--- src/rtl/pwm_pair_pkg.sv ---
package pwm_pair_pkg;
  localparam int ADDR_W = 3;

  typedef enum logic [ADDR_W-1:0] {
    A_CTRL   = 3'd0,
    A_CNT_H  = 3'd1,
    A_CNT_L  = 3'd2,
    A_PER_H  = 3'd3,
    A_PER_L  = 3'd4,
    A_DUTY_H = 3'd5,
    A_DUTY_L = 3'd6
  } reg_addr_e;

  localparam int CHAIN_BIT = 6;
  localparam int SELA_LSB  = 4;
  localparam int SELA_W    = 2;
  localparam int SELB_LSB  = 0;
  localparam int SELB_W    = 3;
  localparam int NLANE     = 2;
  localparam int LANE_LO   = 0;
  localparam int LANE_HI   = 1;
endpackage

--- src/rtl/pwm_lane.sv ---
module pwm_lane #(
  parameter int W = 8
) (
  input  logic         clk,
  input  logic         rst,
  input  logic         load,
  input  logic         inc,
  input  logic [W-1:0] per_buf,
  input  logic [W-1:0] duty_buf,
  output logic [W-1:0] cnt,
  output logic [W-1:0] per_act,
  output logic [W-1:0] duty_act
);
  always_ff @(posedge clk) begin
    if (rst) begin
      cnt      <= '0;
      per_act  <= '0;
      duty_act <= '0;
    end else if (load) begin
      cnt      <= '0;
      per_act  <= per_buf;
      duty_act <= duty_buf;
    end else if (inc) begin
      cnt <= cnt + 1'b1;
    end
  end
endmodule

--- src/rtl/pwm_regs.sv ---
module pwm_regs
  import pwm_pair_pkg::*;
#(
  parameter int W = 8
) (
  input  logic              clk,
  input  logic              rst,
  input  logic [ADDR_W-1:0] addr,
  input  logic              wr_en,
  input  logic              rd_en,
  input  logic [W-1:0]      wdata,
  input  logic [W-1:0]      cnt_h,
  input  logic [W-1:0]      cnt_l,
  output logic [W-1:0]      rdata,
  output logic              join_en,
  output logic [SELA_W-1:0] sel_a,
  output logic [SELB_W-1:0] sel_b,
  output logic [W-1:0]      per_h,
  output logic [W-1:0]      per_l,
  output logic [W-1:0]      duty_h,
  output logic [W-1:0]      duty_l,
  output logic              clr_h,
  output logic              clr_l
);
  logic [W-1:0] snap;
  logic         snap_vld;
  logic [W-1:0] ctrl_view;

  always_comb begin
    ctrl_view = '0;
    ctrl_view[CHAIN_BIT] = join_en;
    ctrl_view[SELA_LSB +: SELA_W] = sel_a;
    ctrl_view[SELB_LSB +: SELB_W] = sel_b;
  end

  assign clr_l = wr_en && (addr == A_CNT_L);
  assign clr_h = wr_en && (addr == A_CNT_H) && !join_en;

  always_ff @(posedge clk) begin
    if (rst) begin
      join_en <= 1'b0;
      sel_a   <= '0;
      sel_b   <= '0;
      per_h   <= '0;
      per_l   <= '0;
      duty_h  <= '0;
      duty_l  <= '0;
    end else if (wr_en) begin
      case (addr)
        A_CTRL: begin
          join_en <= wdata[CHAIN_BIT];
          sel_a   <= wdata[SELA_LSB +: SELA_W];
          sel_b   <= wdata[SELB_LSB +: SELB_W];
        end
        A_PER_H:  per_h  <= wdata;
        A_PER_L:  per_l  <= wdata;
        A_DUTY_H: duty_h <= wdata;
        A_DUTY_L: duty_l <= wdata;
        default: ;
      endcase
    end
  end

  always_ff @(posedge clk) begin
    if (rst) begin
      snap     <= '0;
      snap_vld <= 1'b0;
      rdata    <= '0;
    end else begin
      snap_vld <= 1'b0;
      if (rd_en) begin
        case (addr)
          A_CTRL:   rdata <= ctrl_view;
          A_CNT_H: begin
            rdata <= cnt_h;
            if (join_en) begin
              snap     <= cnt_l;
              snap_vld <= 1'b1;
            end
          end
          A_CNT_L:  rdata <= snap_vld ? snap : cnt_l;
          A_PER_H:  rdata <= per_h;
          A_PER_L:  rdata <= per_l;
          A_DUTY_H: rdata <= duty_h;
          A_DUTY_L: rdata <= duty_l;
          default:  rdata <= '0;
        endcase
      end
    end
  end
endmodule

--- src/rtl/pwm_core.sv ---
module pwm_core
  import pwm_pair_pkg::*;
#(
  parameter int W = 8
) (
  input  logic         clk,
  input  logic         rst,
  input  logic         join_en,
  input  logic         tick_h,
  input  logic         tick_l,
  input  logic         clr_h,
  input  logic         clr_l,
  input  logic [W-1:0] per_h,
  input  logic [W-1:0] per_l,
  input  logic [W-1:0] duty_h,
  input  logic [W-1:0] duty_l,
  output logic [W-1:0] cnt_h,
  output logic [W-1:0] cnt_l,
  output logic         raw_h,
  output logic         raw_l
);
  localparam int DW = 2 * W;

  logic [W-1:0] per_b  [NLANE];
  logic [W-1:0] duty_b [NLANE];
  logic [W-1:0] cnt_v  [NLANE];
  logic [W-1:0] pa_v   [NLANE];
  logic [W-1:0] da_v   [NLANE];
  logic         ld_v   [NLANE];
  logic         inc_v  [NLANE];

  logic          join_q;
  logic          toggle;
  logic [DW-1:0] c_wide, p_wide, d_wide;
  logic          wrap_h, wrap_l, wrap_w;

  assign per_b[LANE_LO]  = per_l;
  assign per_b[LANE_HI]  = per_h;
  assign duty_b[LANE_LO] = duty_l;
  assign duty_b[LANE_HI] = duty_h;
  assign cnt_l = cnt_v[LANE_LO];
  assign cnt_h = cnt_v[LANE_HI];

  always_ff @(posedge clk) begin
    if (rst) join_q <= 1'b0;
    else     join_q <= join_en;
  end

  assign toggle = join_en ^ join_q;
  assign c_wide = {cnt_v[LANE_HI], cnt_v[LANE_LO]};
  assign p_wide = {pa_v[LANE_HI], pa_v[LANE_LO]};
  assign d_wide = {da_v[LANE_HI], da_v[LANE_LO]};
  assign wrap_h = (cnt_v[LANE_HI] == pa_v[LANE_HI] - 1'b1);
  assign wrap_l = (cnt_v[LANE_LO] == pa_v[LANE_LO] - 1'b1);
  assign wrap_w = (c_wide == p_wide - 1'b1);

  always_comb begin
    ld_v[LANE_LO]  = toggle || clr_l || (tick_l && (join_en ? wrap_w : wrap_l));
    inc_v[LANE_LO] = !ld_v[LANE_LO] && tick_l;
    if (join_en) begin
      ld_v[LANE_HI]  = toggle || clr_l || (tick_l && wrap_w);
      inc_v[LANE_HI] = !ld_v[LANE_HI] && tick_l && (cnt_v[LANE_LO] == '1);
    end else begin
      ld_v[LANE_HI]  = toggle || clr_h || (tick_h && wrap_h);
      inc_v[LANE_HI] = !ld_v[LANE_HI] && tick_h;
    end
  end

  for (genvar g = 0; g < NLANE; g++) begin : g_lane
    pwm_lane #(.W(W)) u_lane (
      .clk      (clk),
      .rst      (rst),
      .load     (ld_v[g]),
      .inc      (inc_v[g]),
      .per_buf  (per_b[g]),
      .duty_buf (duty_b[g]),
      .cnt      (cnt_v[g]),
      .per_act  (pa_v[g]),
      .duty_act (da_v[g])
    );
  end

  assign raw_l = join_en ? (c_wide < d_wide) : (cnt_v[LANE_LO] < da_v[LANE_LO]);
  assign raw_h = cnt_v[LANE_HI] < da_v[LANE_HI];
endmodule

--- src/rtl/pwm_pins.sv ---
module pwm_pins (
  input  logic clk,
  input  logic rst,
  input  logic join_en,
  input  logic raw_h,
  input  logic raw_l,
  output logic pwm_hi,
  output logic pwm_hi_oe,
  output logic pwm_lo
);
  always_ff @(posedge clk) begin
    if (rst) begin
      pwm_hi    <= 1'b0;
      pwm_hi_oe <= 1'b1;
      pwm_lo    <= 1'b0;
    end else begin
      pwm_lo    <= raw_l;
      pwm_hi    <= join_en ? 1'b0 : raw_h;
      pwm_hi_oe <= !join_en;
    end
  end
endmodule

--- src/rtl/pwm_pair8.sv ---
module pwm_pair8
  import pwm_pair_pkg::*;
#(
  parameter int W = 8
) (
  input  logic              clk,
  input  logic              rst,
  input  logic [ADDR_W-1:0] bus_addr,
  input  logic              bus_wr,
  input  logic              bus_rd,
  input  logic [W-1:0]      bus_wdata,
  output logic [W-1:0]      bus_rdata,
  input  logic              tick_a,
  input  logic              tick_b,
  output logic [SELA_W-1:0] clk_sel_a,
  output logic [SELB_W-1:0] clk_sel_b,
  output logic              pwm_hi,
  output logic              pwm_hi_oe,
  output logic              pwm_lo
);
  logic         join_en;
  logic         clr_h, clr_l;
  logic         raw_h, raw_l;
  logic [W-1:0] cnt_h, cnt_l;
  logic [W-1:0] per_h, per_l, duty_h, duty_l;

  pwm_regs #(.W(W)) u_regs (
    .clk     (clk),
    .rst     (rst),
    .addr    (bus_addr),
    .wr_en   (bus_wr),
    .rd_en   (bus_rd),
    .wdata   (bus_wdata),
    .cnt_h   (cnt_h),
    .cnt_l   (cnt_l),
    .rdata   (bus_rdata),
    .join_en (join_en),
    .sel_a   (clk_sel_a),
    .sel_b   (clk_sel_b),
    .per_h   (per_h),
    .per_l   (per_l),
    .duty_h  (duty_h),
    .duty_l  (duty_l),
    .clr_h   (clr_h),
    .clr_l   (clr_l)
  );

  pwm_core #(.W(W)) u_core (
    .clk     (clk),
    .rst     (rst),
    .join_en (join_en),
    .tick_h  (tick_a),
    .tick_l  (tick_b),
    .clr_h   (clr_h),
    .clr_l   (clr_l),
    .per_h   (per_h),
    .per_l   (per_l),
    .duty_h  (duty_h),
    .duty_l  (duty_l),
    .cnt_h   (cnt_h),
    .cnt_l   (cnt_l),
    .raw_h   (raw_h),
    .raw_l   (raw_l)
  );

  pwm_pins u_pins (
    .clk       (clk),
    .rst       (rst),
    .join_en   (join_en),
    .raw_h     (raw_h),
    .raw_l     (raw_l),
    .pwm_hi    (pwm_hi),
    .pwm_hi_oe (pwm_hi_oe),
    .pwm_lo    (pwm_lo)
  );
endmodule

--- config.mk ---
export PLATFORM = sky130hd
export DESIGN_NAME = pwm_pair8
export DESIGN_NICKNAME = d
export VERILOG_FILES = /design/src/rtl/pwm_pair_pkg.sv /design/src/rtl/pwm_lane.sv /design/src/rtl/pwm_regs.sv /design/src/rtl/pwm_core.sv /design/src/rtl/pwm_pins.sv /design/src/rtl/pwm_pair8.sv
export SDC_FILE = /design/constraint.sdc
export NUM_CORES = 1
export LEC_CHECK = 0
export CORE_UTILIZATION = 50
export DETAILED_ROUTE_END_ITERATION = 16
export PLACE_DENSITY = 0.74
export SYNTH_ARGS = -nofsm -noshare
export SYNTH_HDL_FRONTEND = slang
export SYNTH_SLANG_ARGS = --single-unit
--- constraint.sdc ---
create_clock -name clk -period 6.4 [get_ports clk]
set_clock_uncertainty 0.15 [all_clocks]
set_input_delay 0.64 -clock clk [delete_from_list [all_inputs] [get_ports clk]]
set_output_delay 0.64 -clock clk [all_outputs]
set_load 0.02 [all_outputs]
==> metrics.txt <==
largest stage delay on the critical path 0.87 ns; Post-CTS Setup Repair Bufs 0; IO Port Bufs 32; Mapped Area 5619 um2; reg2reg end u_core.g_lane[1].u_lane.cnt[3]; Post-Route WL 13.89 mm; core area between 10,000 and 15,000 um2; Post-synth EDFFs 0; Top FF cell, synth dfxtp_1; n_diodes 0; Setup crit end kind register; crit path launch u_core.g_lane[0].u_lane.per_act[0]; LEAKAGE 2.343 nW; clock buffer depth 2; Critical Path RT about 6.6 ns; CP bufs+invs 1; Avg WL per Cell roughly 17 um; Syn Inst Count between 600 and 700; hold slack final roughly 0.32 ns; net switching power roughly 0.0003 W; post-CTS resize count 0; actual slew at the worst max-slew pin between 1 and 1.5 ns; grt ovf 0; syn avg cell area 8.632 um2; worst hold path stage count 2; Startpoint Class register; Final period util 57.58%; R2R depth 10; Sequential Power Share ~58%; Hold Buf Count CTS 0; largest net degree at the start of global routing between 90 and 100; worst path cell trace inv_1 -> ha_1 -> or4b_1 -> a21boi_0 -> a221oi_1 -> o211ai_1 -> nor3_1 -> o21ai_2 -> nand2b_1 -> a21oi_1; RSZ-0062 raised after global routing false; Top Registers u_core.g_lane.u_lane.cnt: 16 flops, u_core.g_lane.u_lane.duty_act: 16 flops, u_core.g_lane.u_lane.per_act: 16 flops; hold_sp u_regs.rdata[0]; Sink Count about 110; Critical Path AT ~3.8 ns; Final Util 56.38%; # setup viols final 0; Worst-Skew Late Latency approximately 0.37 ns; H-Tree Depth 3; row cnt 38; Layout area overhead 9.241%; Max IR drop VDD 0.1694 mV; initial core utilization about 52%; slowest cell on the critical path o21ai_2; DP Wirelength 10.12 mm; Hold WC Path Type reg2reg; Slew Viols, Final 0; max cap viols 0; overall die area ~12,000 um2; via-per-instance ratio 5.806; DIE WIDTH 108.0 um; worst slew margin relative to its limit a little over a quarter; setup TNS 0 ns; Hold EP u_regs.rdata[0]; post-route cell area 6138 um2; crit-path max FO 17; total power per unit cell area roughly 200 nW/um2; Sw Ratio 25.70%; DRC Markers 0; R2R Setup Slk between 2 and 3 ns; clock network power share between 30% and 40%; Clock transition at path regs 0.10 ns; # IOs 33; initial antenna violation count 0; Netlist cell types 58; total design power between 0.001 and 0.0015 W; vias in the first global route 4,438; family with the most delay on the worst path compound AO/OA/AOI/OAI gates; total number of vias about 4,600; CTS Root Cell clkbuf_8; Nets a little under 700; yosys warns 0; Internal 0.0008923 W; Final Critical Period 3.685 ns; Crit Path Category reg2reg; Synth Register Bits ~110; initial DRC count around 340; Post-DRT Antenna Nets 0; TritonCTS Buffers 9; final count of hold timing violations 0; Logic pwr share between 10 and 15%; Synth async-reset ratio 0%; Placed Instance Area 5957 um2; Critical R2R Launch u_core.g_lane[0].u_lane.per_act[0]; GRT Overall Usage ~25%; Die Span Y 108.0 um; outcome finished clean; sequential cell area fraction in the yosys report a little under two fifths; fmax ~270 MHz; fraction of layout cells with a size suffix above 1 6.061%; GP Congestion 0.8788; drt pass-1 iters 6; first-pass GRT wire length 22.34 mm; CTS tree done; syn_nets just under 700
==> area by class of cell <==
cell class,instances,area (um2)
fill,958,4750
sequential,107,2142
multi-input combinational,475,3201
clock buffer,13,158.9
inverter,27,101.3
tap,140,175.2
timing repair buffer,35,337.8
clock inverter,3,22.52
==> cells in the mapped netlist (all sizes together) (2+ instances only) <==
library cell	instances	share of area (%)
a211oi	2	0.27
a21o	8	1.1
a21oi	43	4.0
a311oi	2	0.31
a31oi	5	0.56
and3	2	0.22
buf	7	0.78
clkbuf	35	2.3
dfxtp	107	38
ha	20	4.5
inv	26	1.7
mux2	5	1.0
mux2i	68	12
mux4	5	2.0
nand2	82	5.5
nand2b	6	0.67
nand3	11	0.98
nand3b	6	0.80
nand4	5	0.56
nor2	79	5.3
nor2b	4	0.45
nor3	7	0.62
nor3b	3	0.40
nor4	2	0.22
nor4b	4	0.89
o211ai	19	2.5
o21ai	14	1.3
o31a	2	0.31
o31ai	3	0.40
or2	7	0.78
or3	8	0.89
or4	4	0.60
or4b	2	0.36
xnor2	24	3.7
xor2	10	1.6
==> placed cells by master (no fill, tap or decap), types with 6 or more instances in the layout <==
cell type        synthesis  final
clkbuf_8                 0     11
nand3_1                 11     11
clkdlybuf4s50_1          0     31
or3_1                    8      8
ha_1                    20     20
xor2_1                  10     10
o211ai_1                19     19
nand2b_1                 6      6
o21ai_0                 13     13
xnor2_1                 24     24
or2_2                    6      6
nor3_1                   7      7
nand2_1                 82     82
a21o_1                   8      8
a21oi_1                 42     42
dfxtp_1                107    107
nand3b_1                 6      6
mux2i_1                 68     68
inv_1                   26     26
nor2_1                  79     79
==> layer usage <==
layer  up-vias  wire (um)  GRT usage (%)
met2       149       6620          41.95
met1      2208       6148          32.17
li1       2265          -              -
met3        23        791          3.617
met5         -          0              0
met4         0        335          10.18
==> power groups by stage <==
stage,Sequential (W),Clock (W),Combinational [W]
floorplan,0.000704,0,0.0000820
global placement,0.000707,0,0.000119
detailed placement,0.000707,0,0.000122
CTS,0.000692,0.000391,0.000123
global route,0.000694,0.000416,0.000134
finish,0.000692,0.000386,0.000123
==> cell families (layout without fill, tap and decap cells) <==
group | count (synthesis) | count (layout) | synth area share [%]
AND/OR/NAND/NOR | 234 | 234 | 19.46
multiplexers | 78 | 78 | 15.12
buffers and inverters | 69 | 78 | 4.921
AO/OA/AOI/OAI | 109 | 109 | 12.63
flip-flops | 107 | 107 | 38.12
XOR/XNOR | 34 | 34 | 5.299
adder cells (fa/ha/maj) | 20 | 20 | 4.453
==> worst max-delay path by stage <==
stage / cells past startpoint / to / slack [ns]
3_3_place_gp: 6 / u_core.g_lane[1].u_lane.cnt[5] / 2.63
3_5_place_dp: 6 / u_core.g_lane[1].u_lane.cnt[3] / 2.51
2_1_floorplan: 12 / u_core.g_lane[0].u_lane.per_act[4] / 3.22
6_report: 10 / u_core.g_lane[1].u_lane.cnt[3] / 2.72
4_1_cts: 10 / u_core.g_lane[1].u_lane.cnt[3] / 2.72
5_1_grt: 10 / u_core.g_lane[1].u_lane.cnt[3] / 2.46
==> worst min-delay path: stages (launching register included) <==
cell     delay (ns)
dfxtp_1        0.32
nand2_1        0.06
a21oi_1        0.05
==> per-stage QoR <==
stage | worst slack (ns) | cells
floorplan | 3.221 | 651
global placement | 2.631 | 784
detailed placement | 2.509 | 784
CTS | 2.725 | 800
global route | 2.457 | 800
finish | 2.715 | 800
Power figures use the tool's default switching activity.
